## src/rtl/wdt_pkg.sv

```systemverilog
// Package: shared address map, bit positions, masks and reset values for
// the two-stage watchdog. Assumes a 16-bit register port.
package wdt_pkg;

    localparam int REG_W  = 16;
    localparam int ADDR_W = 4;

    typedef enum logic [ADDR_W-1:0] {
        A_COUNT   = 4'd0,
        A_DIN     = 4'd1,
        A_DOUT    = 4'd2,
        A_STAT1   = 4'd3,
        A_STAT2   = 4'd4,
        A_CTRL1   = 4'd5,
        A_CTRL2   = 4'd6,
        A_MSG1    = 4'd7,
        A_MSG2    = 4'd8,
        A_WDCTL   = 4'd9,
        A_TIMEOUT = 4'd10,
        A_SWIRQ   = 4'd11
    } reg_addr_e;

    // status 1 bits
    localparam int S1_EXPIRED = 0;
    localparam int S1_SWSMI   = 1;
    localparam int S1_DOUT    = 2;
    // status 2 bits
    localparam int S2_SECOND  = 0;
    localparam int S2_BOOT    = 1;
    // control 1 bits
    localparam int C1_HALT    = 0;
    localparam int C1_LOCK    = 1;

    localparam logic [REG_W-1:0] STAT1_MASK = 16'h0007;
    localparam logic [REG_W-1:0] STAT2_MASK = 16'h0003;
    localparam logic [REG_W-1:0] CTRL1_MASK = 16'h0003;

    localparam logic [REG_W-1:0] CTRL2_RST   = 16'h0008;
    localparam logic [7:0]       SWIRQ_RST   = 8'h03;
    localparam int               TIMEOUT_RST = 4;

endpackage

```

## src/rtl/wdt_prescaler.sv

```systemverilog
// Module: wdt_prescaler
// Divides the clock into a one-cycle tick strobe every TICK_CYCLES clocks
// while the timer runs. A clear restarts the phase. When the timer is idle
// the divider is held at zero. Assumes TICK_CYCLES >= 1.
module wdt_prescaler #(
    parameter int TICK_CYCLES = 1000
) (
    input  logic clk,
    input  logic rst_n,
    input  logic clear_i,
    input  logic run_i,
    output logic tick_o
);
    localparam int PW = (TICK_CYCLES > 1) ? $clog2(TICK_CYCLES) : 1;
    localparam logic [PW-1:0] LAST = PW'(TICK_CYCLES - 1);

    logic [PW-1:0] div_q;

    // divider: free-running modulo TICK_CYCLES while running
    always_ff @(posedge clk) begin
        if (!rst_n)                 div_q <= '0;
        else if (clear_i || !run_i) div_q <= '0;
        else if (div_q == LAST)     div_q <= '0;
        else                        div_q <= div_q + 1'b1;
    end

    assign tick_o = run_i && (div_q == LAST);

    generate
        if (TICK_CYCLES > 1) begin : g_gap_chk
            a_r2_tick_gap: assert property (@(posedge clk) disable iff (!rst_n)
                tick_o |=> !tick_o);
        end
    endgenerate
endmodule

```

## src/rtl/wdt_countdown.sv

```systemverilog
// Module: wdt_countdown
// Holds the single count register, the run flag and the expiry-pair flag.
// Register commands (start, store, stop) beat an expiry in the same cycle.
// Assumes at most one command per cycle.
module wdt_countdown #(
    parameter int CNT_W = 10
) (
    input  logic             clk,
    input  logic             rst_n,
    input  logic             tick_i,
    input  logic             start_i,
    input  logic             stop_i,
    input  logic             store_i,
    input  logic [CNT_W-1:0] store_val_i,
    input  logic             seq_clr_i,
    input  logic [CNT_W-1:0] timeout_i,
    input  logic             reset_allowed_i,
    output logic [CNT_W-1:0] cnt_o,
    output logic             run_o,
    output logic             expire_o,
    output logic             second_o,
    output logic             fire_reset_o
);
    logic [CNT_W-1:0] cnt_q;
    logic             run_q;
    logic             armed_q;
    logic             cmd_busy;

    assign cmd_busy     = start_i || stop_i || store_i;
    assign expire_o     = run_q && tick_i && (cnt_q <= CNT_W'(1)) && !cmd_busy;
    assign second_o     = expire_o && armed_q;
    assign fire_reset_o = second_o && reset_allowed_i;
    assign cnt_o        = cnt_q;
    assign run_o        = run_q;

    // count and run state: commands, then reset expiry, expiry, tick step
    always_ff @(posedge clk) begin
        if (!rst_n) begin
            cnt_q <= '0;
            run_q <= 1'b0;
        end else if (start_i) begin
            cnt_q <= timeout_i;
            run_q <= 1'b1;
        end else if (store_i) begin
            cnt_q <= store_val_i;
            run_q <= 1'b0;
        end else if (stop_i) begin
            run_q <= 1'b0;
        end else if (fire_reset_o) begin
            cnt_q <= '0;
            run_q <= 1'b0;
        end else if (expire_o) begin
            cnt_q <= timeout_i;
        end else if (run_q && tick_i) begin
            cnt_q <= cnt_q - 1'b1;
        end
    end

    // pair flag: toggles on each expiry, cleared by a count-register write
    always_ff @(posedge clk) begin
        if (!rst_n)         armed_q <= 1'b0;
        else if (seq_clr_i) armed_q <= 1'b0;
        else if (expire_o)  armed_q <= !armed_q;
    end

    a_r2_step_down: assert property (@(posedge clk) disable iff (!rst_n)
        (run_q && tick_i && cnt_q > CNT_W'(1) && !cmd_busy)
        |=> cnt_q == $past(cnt_q) - 1'b1);

    a_r1_start_needs_timeout: assert property (@(posedge clk) disable iff (!rst_n)
        $rose(run_q) |-> timeout_i > CNT_W'(1));
endmodule

```

## src/rtl/wdt_regs.sv

```systemverilog
// Module: wdt_regs
// Register file and write decode. Turns writes into timer commands and
// merges expiry events into the status registers (events win over a
// same-cycle status write). Assumes one access per cycle, CNT_W <= 16.
module wdt_regs
    import wdt_pkg::*;
#(
    parameter int CNT_W = 10
) (
    input  logic              clk,
    input  logic              rst_n,
    input  logic [ADDR_W-1:0] addr_i,
    input  logic              wr_i,
    input  logic [REG_W-1:0]  wdata_i,
    output logic [REG_W-1:0]  rdata_o,
    input  logic [CNT_W-1:0]  cnt_i,
    input  logic              expire_i,
    input  logic              second_i,
    output logic [CNT_W-1:0]  timeout_o,
    output logic              start_o,
    output logic              stop_o,
    output logic              store_o,
    output logic [CNT_W-1:0]  store_val_o,
    output logic              seq_clr_o,
    output logic              sw_smi_o
);
    reg_addr_e        sel;
    logic [7:0]       din_q, dout_q, msg1_q, msg2_q, wdctl_q, swirq_q;
    logic [REG_W-1:0] stat1_q, stat2_q, ctrl1_q, ctrl2_q;
    logic [REG_W-1:0] stat1_d, stat2_d;
    logic [CNT_W-1:0] timeout_q;
    logic             wr_count, wr_din, wr_dout, wr_stat1, wr_stat2, wr_ctrl1;
    logic             tmo_ok, run_ok_reload, run_ok_ctrl;

    assign sel      = reg_addr_e'(addr_i);
    assign wr_count = wr_i && (sel == A_COUNT);
    assign wr_din   = wr_i && (sel == A_DIN);
    assign wr_dout  = wr_i && (sel == A_DOUT);
    assign wr_stat1 = wr_i && (sel == A_STAT1);
    assign wr_stat2 = wr_i && (sel == A_STAT2);
    assign wr_ctrl1 = wr_i && (sel == A_CTRL1);

    // run conditions: reload uses current halt, control write the new one
    assign tmo_ok        = timeout_q > CNT_W'(1);
    assign run_ok_reload = tmo_ok && !ctrl1_q[C1_HALT];
    assign run_ok_ctrl   = tmo_ok && !wdata_i[C1_HALT];

    assign start_o     = (wr_count && run_ok_reload) || (wr_ctrl1 && run_ok_ctrl);
    assign store_o     = wr_count && !run_ok_reload;
    assign stop_o      = wr_ctrl1 && !run_ok_ctrl;
    assign store_val_o = wdata_i[CNT_W-1:0];
    assign seq_clr_o   = wr_count;
    assign sw_smi_o    = wr_din;
    assign timeout_o   = timeout_q;

    // status next-state: masked replace, then event bits OR in
    always_comb begin
        stat1_d = wr_stat1 ? (wdata_i & STAT1_MASK) : stat1_q;
        stat2_d = wr_stat2 ? (wdata_i & STAT2_MASK) : stat2_q;
        if (expire_i) stat1_d[S1_EXPIRED] = 1'b1;
        if (wr_din)   stat1_d[S1_SWSMI]   = 1'b1;
        if (wr_dout)  stat1_d[S1_DOUT]    = 1'b1;
        if (second_i) begin
            stat2_d[S2_SECOND] = 1'b1;
            stat2_d[S2_BOOT]   = 1'b1;
        end
    end

    // status registers
    always_ff @(posedge clk) begin
        if (!rst_n) begin
            stat1_q <= '0;
            stat2_q <= '0;
        end else begin
            stat1_q <= stat1_d;
            stat2_q <= stat2_d;
        end
    end

    // control 1: masked store with a sticky lock bit
    always_ff @(posedge clk) begin
        if (!rst_n)        ctrl1_q <= '0;
        else if (wr_ctrl1) ctrl1_q <= (wdata_i & CTRL1_MASK)
                                    | (ctrl1_q & (REG_W'(1) << C1_LOCK));
    end

    // plain storage registers
    always_ff @(posedge clk) begin
        if (!rst_n) begin
            din_q     <= '0;
            dout_q    <= '0;
            msg1_q    <= '0;
            msg2_q    <= '0;
            wdctl_q   <= '0;
            swirq_q   <= SWIRQ_RST;
            ctrl2_q   <= CTRL2_RST;
            timeout_q <= CNT_W'(TIMEOUT_RST);
        end else if (wr_i) begin
            case (sel)
                A_DIN:     din_q     <= wdata_i[7:0];
                A_DOUT:    dout_q    <= wdata_i[7:0];
                A_MSG1:    msg1_q    <= wdata_i[7:0];
                A_MSG2:    msg2_q    <= wdata_i[7:0];
                A_WDCTL:   wdctl_q   <= wdata_i[7:0];
                A_SWIRQ:   swirq_q   <= wdata_i[7:0];
                A_CTRL2:   ctrl2_q   <= wdata_i;
                A_TIMEOUT: timeout_q <= wdata_i[CNT_W-1:0];
                default: ;
            endcase
        end
    end

    // read mux
    always_comb begin
        rdata_o = '0;
        case (sel)
            A_COUNT:   rdata_o[CNT_W-1:0] = cnt_i;
            A_DIN:     rdata_o[7:0]       = din_q;
            A_DOUT:    rdata_o[7:0]       = dout_q;
            A_STAT1:   rdata_o            = stat1_q;
            A_STAT2:   rdata_o            = stat2_q;
            A_CTRL1:   rdata_o            = ctrl1_q;
            A_CTRL2:   rdata_o            = ctrl2_q;
            A_MSG1:    rdata_o[7:0]       = msg1_q;
            A_MSG2:    rdata_o[7:0]       = msg2_q;
            A_WDCTL:   rdata_o[7:0]       = wdctl_q;
            A_TIMEOUT: rdata_o[CNT_W-1:0] = timeout_q;
            A_SWIRQ:   rdata_o[7:0]       = swirq_q;
            default:   rdata_o            = '0;
        endcase
    end

    a_r8_lock_sticky: assert property (@(posedge clk) disable iff (!rst_n)
        ctrl1_q[C1_LOCK] |=> ctrl1_q[C1_LOCK]);

    a_r3_second_status: assert property (@(posedge clk) disable iff (!rst_n)
        second_i |=> (stat2_q[S2_SECOND] && stat2_q[S2_BOOT]));
endmodule

```

## src/rtl/wdt_two_stage.sv

```systemverilog
// Module: wdt_two_stage (top)
// Two-stage watchdog: prescaler, countdown and register file, with the SMI
// and reset-request pulses registered here. Assumes one register access per
// cycle and synchronous active-low reset.
module wdt_two_stage
    import wdt_pkg::*;
#(
    parameter int TICK_CYCLES = 1000,
    parameter int CNT_W       = 10
) (
    input  logic              clk,
    input  logic              rst_n,
    input  logic [ADDR_W-1:0] reg_addr_i,
    input  logic              reg_wr_i,
    input  logic [REG_W-1:0]  reg_wdata_i,
    output logic [REG_W-1:0]  reg_rdata_o,
    input  logic              smi_en_i,
    input  logic              hold_strap_i,
    input  logic              reboot_block_i,
    output logic              smi_o,
    output logic              rst_req_o
);
    logic             tick, run, expire, second, fire_reset;
    logic             start, stop, store, seq_clr, sw_smi;
    logic [CNT_W-1:0] cnt, timeout, store_val;
    logic             smi_q, rst_q;

    wdt_prescaler #(.TICK_CYCLES(TICK_CYCLES)) u_presc (
        .clk     (clk),
        .rst_n   (rst_n),
        .clear_i (start),
        .run_i   (run),
        .tick_o  (tick)
    );

    wdt_countdown #(.CNT_W(CNT_W)) u_count (
        .clk             (clk),
        .rst_n           (rst_n),
        .tick_i          (tick),
        .start_i         (start),
        .stop_i          (stop),
        .store_i         (store),
        .store_val_i     (store_val),
        .seq_clr_i       (seq_clr),
        .timeout_i       (timeout),
        .reset_allowed_i (!hold_strap_i && !reboot_block_i),
        .cnt_o           (cnt),
        .run_o           (run),
        .expire_o        (expire),
        .second_o        (second),
        .fire_reset_o    (fire_reset)
    );

    wdt_regs #(.CNT_W(CNT_W)) u_regs (
        .clk         (clk),
        .rst_n       (rst_n),
        .addr_i      (reg_addr_i),
        .wr_i        (reg_wr_i),
        .wdata_i     (reg_wdata_i),
        .rdata_o     (reg_rdata_o),
        .cnt_i       (cnt),
        .expire_i    (expire),
        .second_i    (second),
        .timeout_o   (timeout),
        .start_o     (start),
        .stop_o      (stop),
        .store_o     (store),
        .store_val_o (store_val),
        .seq_clr_o   (seq_clr),
        .sw_smi_o    (sw_smi)
    );

    // output pulses: SMI from data-in or a non-reset enabled expiry
    always_ff @(posedge clk) begin
        if (!rst_n) begin
            smi_q <= 1'b0;
            rst_q <= 1'b0;
        end else begin
            smi_q <= sw_smi || (expire && !fire_reset && smi_en_i);
            rst_q <= fire_reset;
        end
    end

    assign smi_o     = smi_q;
    assign rst_req_o = rst_q;

    a_r4_reset_stops: assert property (@(posedge clk) disable iff (!rst_n)
        rst_req_o |-> !run);

    a_r5_smi_source: assert property (@(posedge clk) disable iff (!rst_n)
        smi_o |-> ($past(sw_smi) || $past(smi_en_i)));
endmodule

```

## config.mk

```make
export PLATFORM = sky130hd
export DESIGN_NAME = wdt_two_stage
export DESIGN_NICKNAME = d
export VERILOG_FILES = /design/src/rtl/wdt_pkg.sv /design/src/rtl/wdt_prescaler.sv /design/src/rtl/wdt_countdown.sv /design/src/rtl/wdt_regs.sv /design/src/rtl/wdt_two_stage.sv
export SDC_FILE = /design/constraint.sdc
export NUM_CORES = 1
export LEC_CHECK = 0
export BUFFER_PORTS_ARGS = -buffer_cell sky130_fd_sc_hd__buf_2
export CORE_MARGIN = 4
export CORE_UTILIZATION = 35
export CTS_CLUSTER_DIAMETER = 60
export DETAILED_ROUTE_END_ITERATION = 6
export GPL_ROUTABILITY_DRIVEN = 1
export PLACE_DENSITY = 0.5
export SLEW_MARGIN = 0
export SYNTH_ARGS = -nofsm -noshare
export SYNTH_HDL_FRONTEND = slang
export SYNTH_HIERARCHICAL = 1
export SYNTH_SLANG_ARGS = --single-unit
```

## constraint.sdc

```tcl
create_clock -name clk -period 8.49 [get_ports clk]
set_clock_uncertainty 0.05 [all_clocks]
set_input_delay 1.698 -clock clk [delete_from_list [all_inputs] [get_ports clk]]
set_output_delay 1.698 -clock clk [all_outputs]
set_load 0.05 [all_outputs]
```

# Yosys cells after proc, flatten, opt, wreduce, memory -nomap -nowiden
# Cells that the tools add are included.
[classes]
n_addsub = 2
magnitude_cmp = 2
n_eq_ne = 13
n_mux = 19
n_bitwise = 2
n_reduce_logical = 54
[ops]
columns = ["cell", "n"]
rows = [
  ["$pmux 8 s12", 1],
  ["$mux 10", 6],
  ["$logic_and 1x1->1", 21],
  ["$reduce_and 2->1", 9],
  ["$eq 4x3->1 const B", 4],
  ["$eq 4x4->1 const B", 4],
  ["$pmux 6 s2", 1],
  ["$add 10x1->10 const B", 1],
  ["$eq 10x10->1 const B", 1],
  ["$gt 10x1->1 const B", 1],
  ["$le 10x1->1 const B", 1],
  ["$logic_not 1->1", 10],
  ["$sub 10x1->10 const B", 1],
  ["$eq 4x2->1 const B", 2],
  ["$pmux 2 s4", 1],
  ["$reduce_bool 2->1", 4],
  ["$mux 1", 7],
  ["$logic_or 1x1->1", 5],
  ["$reduce_bool 5->1", 1],
  ["$eq 4x1->1 const B", 1],
  ["$logic_not 4->1", 1],
  ["$mux 2", 2],
  ["$reduce_bool 4->1", 1],
  ["$mux 3", 1],
  ["5 further kinds", 5],
]
[word_totals]
ff_bits = 119
word_cells = 111

# Depth between registers and ports, before layout
[depth]
depth_word = 14
ltp_mapped = 14
mapped_depth_nobuf = 10

# By module
# Netlist, hierarchy kept.
[modules_own_cells]
columns = ["mod", "instances", "cells_each", "area_per_inst_um2"]
rows = [
  ["wdt_regs", 1, 499, 4207.8],
  ["wdt_countdown", 1, 124, 944.7],
  ["wdt_prescaler", 1, 52, 461.7],
  ["wdt_two_stage", 1, 7, 67.6],
]

# Worst setup path after synthesis
# OpenSTA, ideal clock, no wires.
[synth_timing]
path_kind = "input to output"
from = "input port reg_addr_i[1]"
to = "output port reg_rdata_o[2]"
arrival_time_ns = 4.051
required_ns = 6.742
path_slack_ns = 2.691
cell_stages = 4
path_buffers = 3
path_cell_list = "buf_4 -> buf_6 -> clkbuf_1 -> o311ai_0"
[synth_between]
elab_chain_len = 2
elab_cells_between_ends = 13
cone_classes = "11 x eq/ne; 1 x mux; 1 x reduce/logical"
[synth_lines]
columns = ["item", "line", "source"]
rows = [
  ["from (decl)", "wdt_two_stage.sv:13", "input logic [ADDR_W-1:0] reg_addr_i,"],
  ["$eq 4x4->1 (tied with other cells)", "wdt_regs.sv:116", "case (sel)"],
  ["$pmux 8 s12 (*)", "wdt_regs.sv:116", ""],
  ["to (decl)", "wdt_two_stage.sv:16", "output logic [REG_W-1:0] reg_rdata_o,"],
]
# Every way passes the cells marked *; elsewhere a longest branch is shown, timed or not.

# Final worst setup path
[layout_timing]
from = "input port reg_addr_i[0]"
to = "output port reg_rdata_o[1]"
# The elaborated chain is that of the path after synthesis.

==> reports/summary.txt <==
Synth Register Bits: 105
filler cell count: 1679
Clock Latency Late Sink: 0.36 ns
Pleak: 0.002184 uW
hold_sp: u_regs/dout_q[5]
sequential area share after synthesis: 37.00%
most frequent cells in the layout: 107 x nand2_1, 105 x dfxtp_1, 55 x a21boi_0, 44 x o21ai_0, 43 x buf_2
Reg2Reg Capture Point: u_count/cnt_o[7]
DIE AREA: 18340 um^2
CP startpoint kind: input pin
Relative slew margins: 35.88%
Die Width: 135.4 um
Final Critical Period: 5.652 ns
synthesized instance count: 682
crit path kind: in -> out
status: finished, final reports clean
Pwr per Cell Area: 175.5 nW/um^2
setup violators final: 0
most common cell after layout, fill and taps aside: nand2_1
setup slack, reg-to-reg: 5.39 ns
RSZ-0062 raised after global routing: no
crit end category: output pin
post-route ant nets: 0
GRT Resource Usage Total: 19.77%
htree depth: 3
first-pass GRT wire length: 28000 um
Final WS setup: 2.838 ns
DRT Pass-1 Iters: 5
post-placement cell area: 5847 um^2
Clock transition at path regs: 0.08 ns
Post-CTS Setup Bufs: 0
clock buffer count from CTS: 9
Vias: 5075
hold buffers post-CTS: 0
multi-input combinational cell area: 3162 um^2
Syn Area/Cell: 8.331 um^2
Cell Area, Synth: 5682 um^2
Post-synth EDFFs: 0
Row Count: 46
# clock sinks: 105
final hold viol count: 0
Antenna Cells: 0
GPL Wtd Cong: 0.8446
Initial Util: 35.77%
Worst Tran Pin Value: 0.9598 ns
Synth async-reset ratio: 0%
Tcrit/Tclk final: 66.57%
max cap viols: 0
start of the worst register-to-register path: u_regs/timeout_o[6]
Mapped Nets: 711
clk buf depth: 2
die height: 135.4 um
core area: 15890 um^2
vias in the first global route: 4883
Worst Hold Class: reg -> reg
setup_tns: 0 ns
grt total ovfl: 0
Initial DRC Count: 482
reg2reg path depth: 9
I/O Buffers: 43
WP data required: 6.74 ns
detailed-route wire length per cell: 19.86 um
post-route cell area: 6173 um^2
Cell Count, Final, Fillers Out: 897
Vias/cell: 5.658
Root Buffer: clkbuf_16
Worst Hold End: u_regs/dout_q[5]
DP Cell Count: 881
# nets final: 705
DRC Markers: 0
Top Ports: 44
DP Worst Slack: 2.874 ns
largest net degree at the start of global routing: 96
library cells used by synthesis: 80
final core utilization: 38.86%
Final Slew Violations: 0
VDD IR max: 108.5 uV
critical path peak fanout: 29
share of layout cells above drive strength 1: 14.24%
initial antenna violation count: 0
synth warn: 6
sequential cell area: 2102 um^2
Max Freq: 176.9 MHz
Synth Flop Type: dfxtp_1
Hold Crit Depth: 2
WP data arrival: 3.90 ns
Post-DP HPWL: 12110 um
WL final: 17810 um
area grow syn2layout: 8.654%
post-cts sizing count: 0
TritonCTS clock tree: done
synth_stat cells (3+ instances only):
cell type,instances,share of area (%)
a21boi_0,55,7.3
a21boi_1,9,1.2
a21oi_1,20,1.8
a221oi_1,5,0.77
a22oi_1,10,1.3
a311oi_1,4,0.62
a31oi_1,8,0.88
and3_1,9,0.99
buf_2,16,1.4
buf_4,15,2.0
buf_6,4,0.79
clkbuf_1,25,1.7
clkbuf_2,3,0.26
dfxtp_1,105,37
ha_1,3,0.66
inv_1,17,1.1
mux2_2,9,1.8
mux2i_1,17,3.0
mux4_2,3,1.2
nand2_1,107,7.1
nand2b_1,4,0.44
nand3_1,37,3.3
nand3b_1,6,0.79
nand4_1,5,0.55
nor2_1,32,2.1
nor2_2,4,0.44
nor2b_1,14,1.5
nor3_1,7,0.62
nor4_1,4,0.44
o2111ai_1,4,0.62
o211ai_1,5,0.66
o21a_1,3,0.40
o21ai_0,44,3.9
o221ai_1,5,0.77
xnor2_1,8,1.2
xor2_1,3,0.46
critical path, cell delays in order:
cell	delay, ns
buf_2	0.45
nor2b_1	0.84
a22oi_1	0.20
o32ai_1	0.28
a2111o_1	0.16
buf_2	0.27
where the power goes:
part	internal, uW	switching, uW
registers	499	7.15
logic	35.9	73.5
clock network	261	206
total	796	287
worst max path at each step:
stage,startpoint,endpoint,slack [ns],depth (start not counted)
after floorplan,reg_addr_i[1],reg_rdata_o[2],2.69,4
after global placement,reg_addr_i[0],reg_rdata_o[1],3.01,6
after detailed placement,reg_addr_i[0],reg_rdata_o[1],2.87,6
after CTS,reg_addr_i[0],reg_rdata_o[6],2.89,6
after global routing,reg_addr_i[0],reg_rdata_o[1],2.69,6
final,reg_addr_i[0],reg_rdata_o[1],2.84,6
cell families after synthesis:
| family | after synthesis | share of synthesized area (%) |
|---|---|---|
| flip-flops | 105 | 37.00 |
| AND/OR/NAND/NOR | 257 | 23.43 |
| multiplexers | 29 | 5.968 |
| buffers and inverters | 82 | 7.355 |
| adder cells (fa/ha/maj) | 3 | 0.6607 |
| XOR/XNOR | 11 | 1.696 |
| AO/OA/AOI/OAI | 195 | 23.89 |
metrics by stage:
step / total power (uW) / hold slack, ns
floorplan: 598.2 / 0.3677
global placement: 624.7 / 0.3810
detailed placement: 625.3 / 0.3952
CTS: 1092 / 0.4062
global route: 1121 / 0.4354
finish: 1083 / 0.4055
area by class of cell:
type                    count  area share (%)
clock inverters             7           1.642
flip-flops and latches    105           34.05
inverters                  18           1.094
repair buffers             47           3.972
clock buffers               9           3.648
well taps                 216           4.378
multi-input cells         495           51.22
layer usage:
metal | vias to the layer above | track usage (%) | routed length, um
li1 | 2418 | - | -
met2 | 175 | 31.33 | 8192
met3 | 25 | 3.863 | 951
met1 | 2457 | 27.38 | 8344
met4 | 0 | 5.767 | 321
met5 | - | 0 | 0
registers in the layout, summed over array words and instances (netlist names), 2 cells and up:
signal	count
u_presc/div_q	10
u_regs/ctrl1_q	2
u_count/cnt_o	10
u_regs/ctrl2_q	16
u_regs/msg1_q	8
u_regs/stat2_q	2
u_regs/msg2_q	8
u_regs/dout_q	8
u_regs/wdctl_q	8
u_regs/timeout_o	10
u_regs/din_q	8
u_regs/stat1_q	3
u_regs/swirq_q	8
No activity file was read; power rests on OpenSTA's default activity.
